`src/rtl/i2cs_pkg.sv`:
```
package i2cs_pkg;

    localparam int BYTE_W = 8;
    localparam int BITCNT_W = $clog2(BYTE_W + 1);

    typedef enum logic [2:0] {
        ST_IDLE, ST_ADDR, ST_RXD, ST_TXD, ST_ACKO, ST_ACKI, ST_WAIT
    } eng_state_t;

    typedef enum logic [1:0] {
        NX_IDLE, NX_RX, NX_TX
    } next_act_t;

    typedef struct packed {
        logic start;
        logic stop;
        logic rise;
        logic fall;
    } bus_evt_t;

    typedef struct packed {
        logic [6:0] own_addr;
        logic       gc_en;
        logic       ack_en;
    } host_cfg_t;

    localparam logic [7:0] CODE_NONE    = 8'hF8;
    localparam logic [7:0] CODE_SLA_W   = 8'h60;
    localparam logic [7:0] CODE_GCALL   = 8'h70;
    localparam logic [7:0] CODE_RX_ACK  = 8'h80;
    localparam logic [7:0] CODE_RX_NACK = 8'h88;
    localparam logic [7:0] CODE_BREAK   = 8'hA0;
    localparam logic [7:0] CODE_SLA_R   = 8'hA8;
    localparam logic [7:0] CODE_TX_ACK  = 8'hB8;
    localparam logic [7:0] CODE_TX_NACK = 8'hC0;
    localparam logic [7:0] CODE_TX_LAST = 8'hC8;

    localparam logic [1:0] OFF_CTRL = 2'd0;
    localparam logic [1:0] OFF_STAT = 2'd1;
    localparam logic [1:0] OFF_DATA = 2'd2;
    localparam logic [1:0] OFF_SADR = 2'd3;
    localparam int CTRL_ACK_BIT = 0;
    localparam int CTRL_IRQ_BIT = 1;

    function automatic logic own_hit(logic [7:0] rx, logic [6:0] own);
        return rx[7:1] == own;
    endfunction

    function automatic logic gcall_hit(logic [7:0] rx, logic en);
        return en && (rx == 8'h00);
    endfunction

endpackage

```
`src/rtl/i2cs_glitch_filt.sv`:
```
module i2cs_glitch_filt #(
    parameter int SYNC_STAGES = 2,
    parameter int FILT_LEN    = 3
) (
    input  logic clk,
    input  logic rst,
    input  logic line_i,
    output logic line_o
);
    localparam int CW = $clog2(FILT_LEN + 1);

    logic [SYNC_STAGES-1:0] sync_q;
    logic [CW-1:0]          cnt_q;
    logic                   out_q;

    always_ff @(posedge clk) begin
        if (rst) begin
            sync_q <= '1;
            cnt_q  <= '0;
            out_q  <= 1'b1;
        end else begin
            sync_q <= {sync_q[SYNC_STAGES-2:0], line_i};
            if (sync_q[SYNC_STAGES-1] != out_q) begin
                if (cnt_q == CW'(FILT_LEN - 1)) begin
                    out_q <= sync_q[SYNC_STAGES-1];
                    cnt_q <= '0;
                end else begin
                    cnt_q <= cnt_q + 1'b1;
                end
            end else begin
                cnt_q <= '0;
            end
        end
    end

    assign line_o = out_q;

endmodule

```
`src/rtl/i2cs_regs.sv`:
```
module i2cs_regs
    import i2cs_pkg::*;
(
    input  logic        clk,
    input  logic        rst,
    input  logic        we,
    input  logic [1:0]  addr,
    input  logic [7:0]  wdata,
    output logic [7:0]  rdata,
    input  logic [7:0]  status,
    input  logic        irq,
    input  logic        rx_load,
    input  logic [7:0]  rx_byte,
    output host_cfg_t   cfg,
    output logic [7:0]  tx_byte,
    output logic        irq_clr
);
    host_cfg_t  cfg_q;
    logic [7:0] data_q;

    always_ff @(posedge clk) begin
        if (rst) begin
            cfg_q  <= '0;
            data_q <= '0;
        end else begin
            if (we && addr == OFF_CTRL) cfg_q.ack_en <= wdata[CTRL_ACK_BIT];
            if (we && addr == OFF_SADR) begin
                cfg_q.own_addr <= wdata[7:1];
                cfg_q.gc_en    <= wdata[0];
            end
            if (rx_load)                     data_q <= rx_byte;
            else if (we && addr == OFF_DATA) data_q <= wdata;
        end
    end

    always_comb begin
        unique case (addr)
            OFF_CTRL: rdata = {6'b0, irq, cfg_q.ack_en};
            OFF_STAT: rdata = status;
            OFF_DATA: rdata = data_q;
            default:  rdata = {cfg_q.own_addr, cfg_q.gc_en};
        endcase
    end

    assign cfg     = cfg_q;
    assign tx_byte = data_q;
    assign irq_clr = we && (addr == OFF_CTRL) && wdata[CTRL_IRQ_BIT];

endmodule

```
`src/rtl/i2cs_engine.sv`:
```
module i2cs_engine
    import i2cs_pkg::*;
(
    input  logic       clk,
    input  logic       rst,
    input  logic       scl_f,
    input  logic       sda_f,
    input  host_cfg_t  cfg,
    input  logic       irq_clr,
    input  logic [7:0] tx_byte,
    output logic       rx_load,
    output logic [7:0] rx_byte,
    output logic [7:0] status,
    output logic       irq,
    output logic       scl_hold,
    output logic       sda_drive
);
    eng_state_t          state_q;
    next_act_t           next_q;
    logic [BITCNT_W-1:0] bitcnt_q;
    logic [7:0]          shreg_q, status_q, pend_q;
    logic                irq_q, hold_q, drive_q, addressed_q;
    logic                tx_last_q, ack_bit_q, rx_load_q;
    logic                scl_q, sda_q;
    bus_evt_t            evt;
    logic                hit_own, hit_gc;

    always_comb begin
        evt.start = scl_f && scl_q && sda_q && !sda_f;
        evt.stop  = scl_f && scl_q && !sda_q && sda_f;
        evt.rise  = scl_f && !scl_q;
        evt.fall  = !scl_f && scl_q;
        hit_own   = own_hit(shreg_q, cfg.own_addr);
        hit_gc    = gcall_hit(shreg_q, cfg.gc_en);
    end

    always_ff @(posedge clk) begin
        if (rst) begin
            state_q     <= ST_IDLE;
            next_q      <= NX_IDLE;
            bitcnt_q    <= '0;
            shreg_q     <= '0;
            status_q    <= CODE_NONE;
            pend_q      <= CODE_NONE;
            irq_q       <= 1'b0;
            hold_q      <= 1'b0;
            drive_q     <= 1'b0;
            addressed_q <= 1'b0;
            tx_last_q   <= 1'b0;
            ack_bit_q   <= 1'b1;
            rx_load_q   <= 1'b0;
            scl_q       <= 1'b1;
            sda_q       <= 1'b1;
        end else begin
            scl_q     <= scl_f;
            sda_q     <= sda_f;
            rx_load_q <= 1'b0;
            if (evt.start || evt.stop) begin
                if (addressed_q) begin
                    status_q <= CODE_BREAK;
                    irq_q    <= 1'b1;
                end
                state_q     <= evt.start ? ST_ADDR : ST_IDLE;
                bitcnt_q    <= '0;
                drive_q     <= 1'b0;
                addressed_q <= 1'b0;
            end else if (irq_clr && irq_q) begin
                irq_q    <= 1'b0;
                hold_q   <= 1'b0;
                status_q <= CODE_NONE;
                if (state_q == ST_WAIT) begin
                    bitcnt_q <= '0;
                    unique case (next_q)
                        NX_RX: state_q <= ST_RXD;
                        NX_TX: begin
                            state_q   <= ST_TXD;
                            shreg_q   <= tx_byte;
                            drive_q   <= ~tx_byte[7];
                            tx_last_q <= ~cfg.ack_en;
                        end
                        default: begin
                            state_q     <= ST_IDLE;
                            addressed_q <= 1'b0;
                        end
                    endcase
                end
            end else if (evt.rise) begin
                unique case (state_q)
                    ST_IDLE, ST_ADDR, ST_RXD: begin
                        shreg_q  <= {shreg_q[6:0], sda_f};
                        bitcnt_q <= bitcnt_q + 1'b1;
                    end
                    ST_TXD:  bitcnt_q  <= bitcnt_q + 1'b1;
                    ST_ACKI: ack_bit_q <= sda_f;
                    default: ;
                endcase
            end else if (evt.fall) begin
                if (irq_q) hold_q <= 1'b1;
                unique case (state_q)
                    ST_ADDR: if (bitcnt_q == BITCNT_W'(BYTE_W)) begin
                        if (cfg.ack_en && (hit_own || hit_gc)) begin
                            drive_q     <= 1'b1;
                            addressed_q <= 1'b1;
                            state_q     <= ST_ACKO;
                            pend_q      <= hit_own ? (shreg_q[0] ? CODE_SLA_R : CODE_SLA_W)
                                                   : CODE_GCALL;
                            next_q      <= (hit_own && shreg_q[0]) ? NX_TX : NX_RX;
                        end else begin
                            state_q <= ST_IDLE;
                        end
                    end
                    ST_RXD: if (bitcnt_q == BITCNT_W'(BYTE_W)) begin
                        rx_load_q <= 1'b1;
                        drive_q   <= cfg.ack_en;
                        pend_q    <= cfg.ack_en ? CODE_RX_ACK : CODE_RX_NACK;
                        next_q    <= cfg.ack_en ? NX_RX : NX_IDLE;
                        state_q   <= ST_ACKO;
                    end
                    ST_ACKO: begin
                        drive_q  <= 1'b0;
                        status_q <= pend_q;
                        irq_q    <= 1'b1;
                        hold_q   <= 1'b1;
                        state_q  <= ST_WAIT;
                    end
                    ST_TXD: if (bitcnt_q == BITCNT_W'(BYTE_W)) begin
                        drive_q <= 1'b0;
                        state_q <= ST_ACKI;
                    end else begin
                        shreg_q <= {shreg_q[6:0], 1'b0};
                        drive_q <= ~shreg_q[6];
                    end
                    ST_ACKI: begin
                        status_q <= ack_bit_q ? CODE_TX_NACK
                                              : (tx_last_q ? CODE_TX_LAST : CODE_TX_ACK);
                        next_q   <= (ack_bit_q || tx_last_q) ? NX_IDLE : NX_TX;
                        irq_q    <= 1'b1;
                        hold_q   <= 1'b1;
                        state_q  <= ST_WAIT;
                    end
                    default: ;
                endcase
            end
        end
    end

    assign rx_load   = rx_load_q;
    assign rx_byte   = shreg_q;
    assign status    = status_q;
    assign irq       = irq_q;
    assign scl_hold  = hold_q;
    assign sda_drive = drive_q;

    assert_f8_no_irq_R1: assert property (@(posedge clk) disable iff (rst)
        (status_q == CODE_NONE) |-> !irq_q);

    assert_hold_only_low_R2: assert property (@(posedge clk) disable iff (rst)
        $rose(hold_q) |-> !scl_f);

    assert_flag_host_clear_R3: assert property (@(posedge clk) disable iff (rst)
        $fell(irq_q) |-> $past(irq_clr));

    assert_sda_moves_low_R4: assert property (@(posedge clk) disable iff (rst)
        $rose(drive_q) |-> !scl_f);

    assert_idle_released_R7: assert property (@(posedge clk) disable iff (rst)
        (state_q == ST_IDLE) |-> !drive_q);

endmodule

```
`src/rtl/i2cs_slave.sv`:
```
module i2cs_slave
    import i2cs_pkg::*;
#(
    parameter int SYNC_STAGES = 2,
    parameter int FILT_LEN    = 3
) (
    input  logic       clk,
    input  logic       rst,
    input  logic       scl_in,
    output logic       scl_oe,
    input  logic       sda_in,
    output logic       sda_oe,
    input  logic       reg_we,
    input  logic [1:0] reg_addr,
    input  logic [7:0] reg_wdata,
    output logic [7:0] reg_rdata,
    output logic       irq
);
    localparam int N_LINES = 2;

    logic [N_LINES-1:0] raw_lines, filt_lines;
    host_cfg_t  cfg;
    logic       irq_clr, rx_load;
    logic [7:0] rx_byte, tx_byte, status;

    assign raw_lines = {sda_in, scl_in};

    for (genvar gi = 0; gi < N_LINES; gi++) begin : g_filt
        i2cs_glitch_filt #(
            .SYNC_STAGES(SYNC_STAGES),
            .FILT_LEN   (FILT_LEN)
        ) filt_i (
            .clk   (clk),
            .rst   (rst),
            .line_i(raw_lines[gi]),
            .line_o(filt_lines[gi])
        );
    end

    i2cs_regs regs_i (
        .clk    (clk),
        .rst    (rst),
        .we     (reg_we),
        .addr   (reg_addr),
        .wdata  (reg_wdata),
        .rdata  (reg_rdata),
        .status (status),
        .irq    (irq),
        .rx_load(rx_load),
        .rx_byte(rx_byte),
        .cfg    (cfg),
        .tx_byte(tx_byte),
        .irq_clr(irq_clr)
    );

    i2cs_engine engine_i (
        .clk      (clk),
        .rst      (rst),
        .scl_f    (filt_lines[0]),
        .sda_f    (filt_lines[1]),
        .cfg      (cfg),
        .irq_clr  (irq_clr),
        .tx_byte  (tx_byte),
        .rx_load  (rx_load),
        .rx_byte  (rx_byte),
        .status   (status),
        .irq      (irq),
        .scl_hold (scl_oe),
        .sda_drive(sda_oe)
    );

endmodule

```
`config.mk`:
```
export PLATFORM = sky130hd
export DESIGN_NAME = i2cs_slave
export DESIGN_NICKNAME = d
export VERILOG_FILES = /design/src/rtl/i2cs_pkg.sv /design/src/rtl/i2cs_glitch_filt.sv /design/src/rtl/i2cs_regs.sv /design/src/rtl/i2cs_engine.sv /design/src/rtl/i2cs_slave.sv
export SDC_FILE = /design/constraint.sdc
export NUM_CORES = 1
export LEC_CHECK = 0
export ABC_AREA = 1
export CORE_UTILIZATION = 60
export DETAILED_ROUTE_END_ITERATION = 6
export GPL_TIMING_DRIVEN = 1
export PLACE_DENSITY = 0.8
export SETUP_SLACK_MARGIN = 0.3
export SKIP_LAST_GASP = 1
export SLEW_MARGIN = 20
export SYNTH_ARGS = -nofsm -noshare
export SYNTH_HDL_FRONTEND = slang
export SYNTH_SLANG_ARGS = --single-unit
```
`constraint.sdc`:
```
create_clock -name clk -period 2.2 [get_ports clk]
set_input_delay 0.44 -clock clk [delete_from_list [all_inputs] [get_ports clk]]
set_output_delay 0.44 -clock clk [all_outputs]
set_load 0.1 [all_outputs]
```
==> results_dict.tcl <==
set metrics [dict create \
    dp_cells 580 \
    ir_drop_v 0.0005647 \
    die_w_um 75.89 \
    htreeDepth 3 \
    drc 0 \
    period_share_pct 84.85 \
    first_iter_violations 307 \
    cts_hold_buf 0 \
    core_area_um2 5172 \
    tns_ps 0 \
    synth_top_area_share_pct 38.50 \
    hold_viol 0 \
    start_kind "input pin" \
    pin_count 26 \
    crit_family "buffers and inverters" \
    tightest_slew_ps 460.4 \
    antenna_found_initial 0 \
    cts_sinks 63 \
    power.density_nw_per_um2 583.3 \
    area_growth_pct 31.78 \
    critPathBufInv 3 \
    drt-total-wl_um 9776 \
    ctsLongestPathBuffers 2 \
    drv_slew 0 \
    ys_dominant_reg_cell "dfxtp_1" \
    synth_seq_cells 63 \
    maxCapViolCount 0 \
    die_h_um 75.89 \
    crit_start "reg_we" \
    ant_nets 0 \
    dieArea_um2 5759 \
    place_congestion 1.025 \
    place_area_um2 3945 \
    vias 3462 \
    worstPathCellList "clkdlybuf4s50_1, nand3_4, nor2_4, nand2_4, buf_4, nand2_2, a21oi_2, nor2_4, nand2_4, buf_4, a21oi_2" \
    cts_root_buf "clkbuf_8" \
    io_buffers 25 \
    max_freq_ghz 0.5357 \
    leakage_nw 1.832 \
    max_stage_delay_ps 520 \
    grt_use_total_pct 35.78 \
    final_area_um2 4317 \
    rsz0062_at_grt "yes" \
    ys_top_cells_by_area "dfxtp_1, nand2_1, o21ai_0" \
    rrSetupSlack_ps 390 \
    hold_path_class "flip-flop to flip-flop" \
    crit_slowest_cell "clkdlybuf4s50_1" \
    critical_path_class "input pin to flip-flop" \
    cp-end-kind "flip-flop" \
    synth.distinct_cells 46 \
    synth-warning-count 0 \
    setup_viol 0 \
    cp_max_fo 8 \
    outcome "finished clean" \
    post-cts-setup-buffer-count 0 \
    grt_overflow 0 \
    fin_skew_ps 11.34 \
    worst_slack_ps 333.4 \
    synthesis.nets 486 \
    start_util_pct 63.33 \
    drt-pass1-iter-count 5 \
    cts_tree "yes" \
    synth_most_common_cell "nand2_1" \
    grt_max_degree 38 \
    place_ws_ps -157.6 \
    yosys-top-cells-count "nand2_1, dfxtp_1, inv_1, o21ai_0, nor2_1" \
    r2r_start "engine_i.rx_byte[5]$_SDFFE_PP0P_" \
    netlist_instances 466 \
    via_per_inst 5.799 \
    holdCritStartpoint "g_filt[1].filt_i.sync_q[0]$_SDFF_PP1_" \
    synth_top_area_cell "dfxtp_1" \
    post_drt_wl_per_cell_um 16.38 \
    critPathRequiredTime_ps 2490 \
    cts_buffers 9 \
    synth_area_um2 3276 \
    ys_seq_area_share_pct 38.50 \
    dpl.hpwl_um 6460 \
    async_reset_ff_share_pct 0 \
    final_nets 542 \
    drive_gt1_share_pct 26.38 \
    period_minus_slack_ps 1867 \
    final_cells 597 \
    std_cell_rows 26 \
    grt_pass1_wl_um 14960 \
    diodes 0 \
    synth_edf_count 0 \
    post_synth.cell_area_avg_um2 7.029 \
    relSlewSlack_pct 68.98 \
    clkTransAtPathRegs_ps 80 \
    grt_pass1_vias 3201 \
    clk_latency_ps 350 \
    cp.arrival_ps 2150 \
]
-- timing repair --
| item | in CTS | in global routing |
|---|---|---|
| pin swaps | 1 | 3 |
| gates resized for setup | 23 | 28 |
| cloned | 0 | 1 |
| endpoints found under the setup margin | 18 | 29 |
-- cells by family after synthesis --
kind of cell / share of synthesized area (%)
AO/OA/AOI/OAI: 21.70
XOR/XNOR: 0.5349
adder cells (fa/ha/maj): 1.910
buffers and inverters: 9.282
flip-flops: 38.50
AND/OR/NAND/NOR: 28.08
-- layout by cell type (no fill, tap or decap), types with 3 or more instances in the layout --
cell / instances
a21oi_2: 9
nor3_2: 3
o21ai_1: 13
buf_12: 9
o21ai_0: 37
o21ai_2: 4
nand2_2: 5
dfxtp_1: 61
nand2_1: 100
nand3_1: 18
o221ai_4: 7
inv_2: 13
a211oi_1: 4
clkdlybuf4s50_1: 12
clkbuf_8: 9
nor2_1: 35
clkinv_2: 3
or2_2: 4
nor2_2: 6
a21oi_1: 32
nor2_4: 7
nor3_1: 5
nand2_4: 8
inv_1: 48
buf_4: 32
a31oi_1: 3
ha_1: 5
-- flip-flops by register name, summed over array words and instances (netlist names), 4 cells and up --
signal                cells
engine_i.pend_q           5
engine_i.status           5
g_filt.filt_i.sync_q      4
regs_i.cfg                9
g_filt.filt_i.cnt_q       4
engine_i.bitcnt_q         4
engine_i.rx_byte          8
regs_i.tx_byte            8
-- per-stage QoR --
step | power [mW] | hold WS [ps] | utilization, %
floorplan | 1.380 | 389.5 | -
global placement | 1.498 | 390.5 | 76.27
detailed placement | 1.505 | 400.3 | 76.27
CTS | 2.486 | 414.1 | 81.93
global route | 2.576 | 432.2 | 83.45
finish | 2.518 | 413.2 | 83.45
-- layout make-up --
class	instances	area [um^2]
repair buffers	57	576.8
clock buffers	10	127.6
well taps	70	87.58
fillers	322	855.8
clock inverters	6	61.31
inverters	63	239.0
multi-input cells	328	1961
flip-flops and latches	63	1264
-- power by group --
| part | internal [mW] | leakage (nW) | switching [mW] | total (mW) |
|---|---|---|---|---|
| Combinational | 0.127 | 1.22 | 0.216 | 0.343 |
| Sequential | 1.16 | 0.512 | 0.0122 | 1.17 |
| Clock | 0.519 | 0.0960 | 0.482 | 1.00 |
-- worst paths after layout --
path	to	cells after the start
worst max register to register	engine_i.pend_q[3]$_SDFFE_PP1P_	11
worst min register to register	g_filt[1].filt_i.sync_q[1]$_SDFF_PP1_	1
worst max-delay path	engine_i.rx_byte[3]$_SDFFE_PP0P_	11
worst min-delay path	g_filt[1].filt_i.sync_q[1]$_SDFF_PP1_	1
-- worst register-to-register path, cell delays in order (launching register included) --
cell and delay [ps]:
dfxtp_1 390, inv_2 90, nand2_1 110, nand2_1 90, nor2_1 90, nand2_1 100, o21bai_2 230, nand2_2 110
nand2_2 120, nand2_2 120, a21oi_2 150, o21ai_1 90
-- routing by layer --
layer / GRT usage [%] / wire, um / vias to the layer above
li1: - / - / 1651
met1: 40.03 / 3929 / 1590
met2: 61.55 / 4659 / 177
met3: 10.45 / 727 / 44
met4: 18.52 / 461 / 0
met5: 0 / 0 / -
Note: power is estimated with default switching activity, not from simulation.
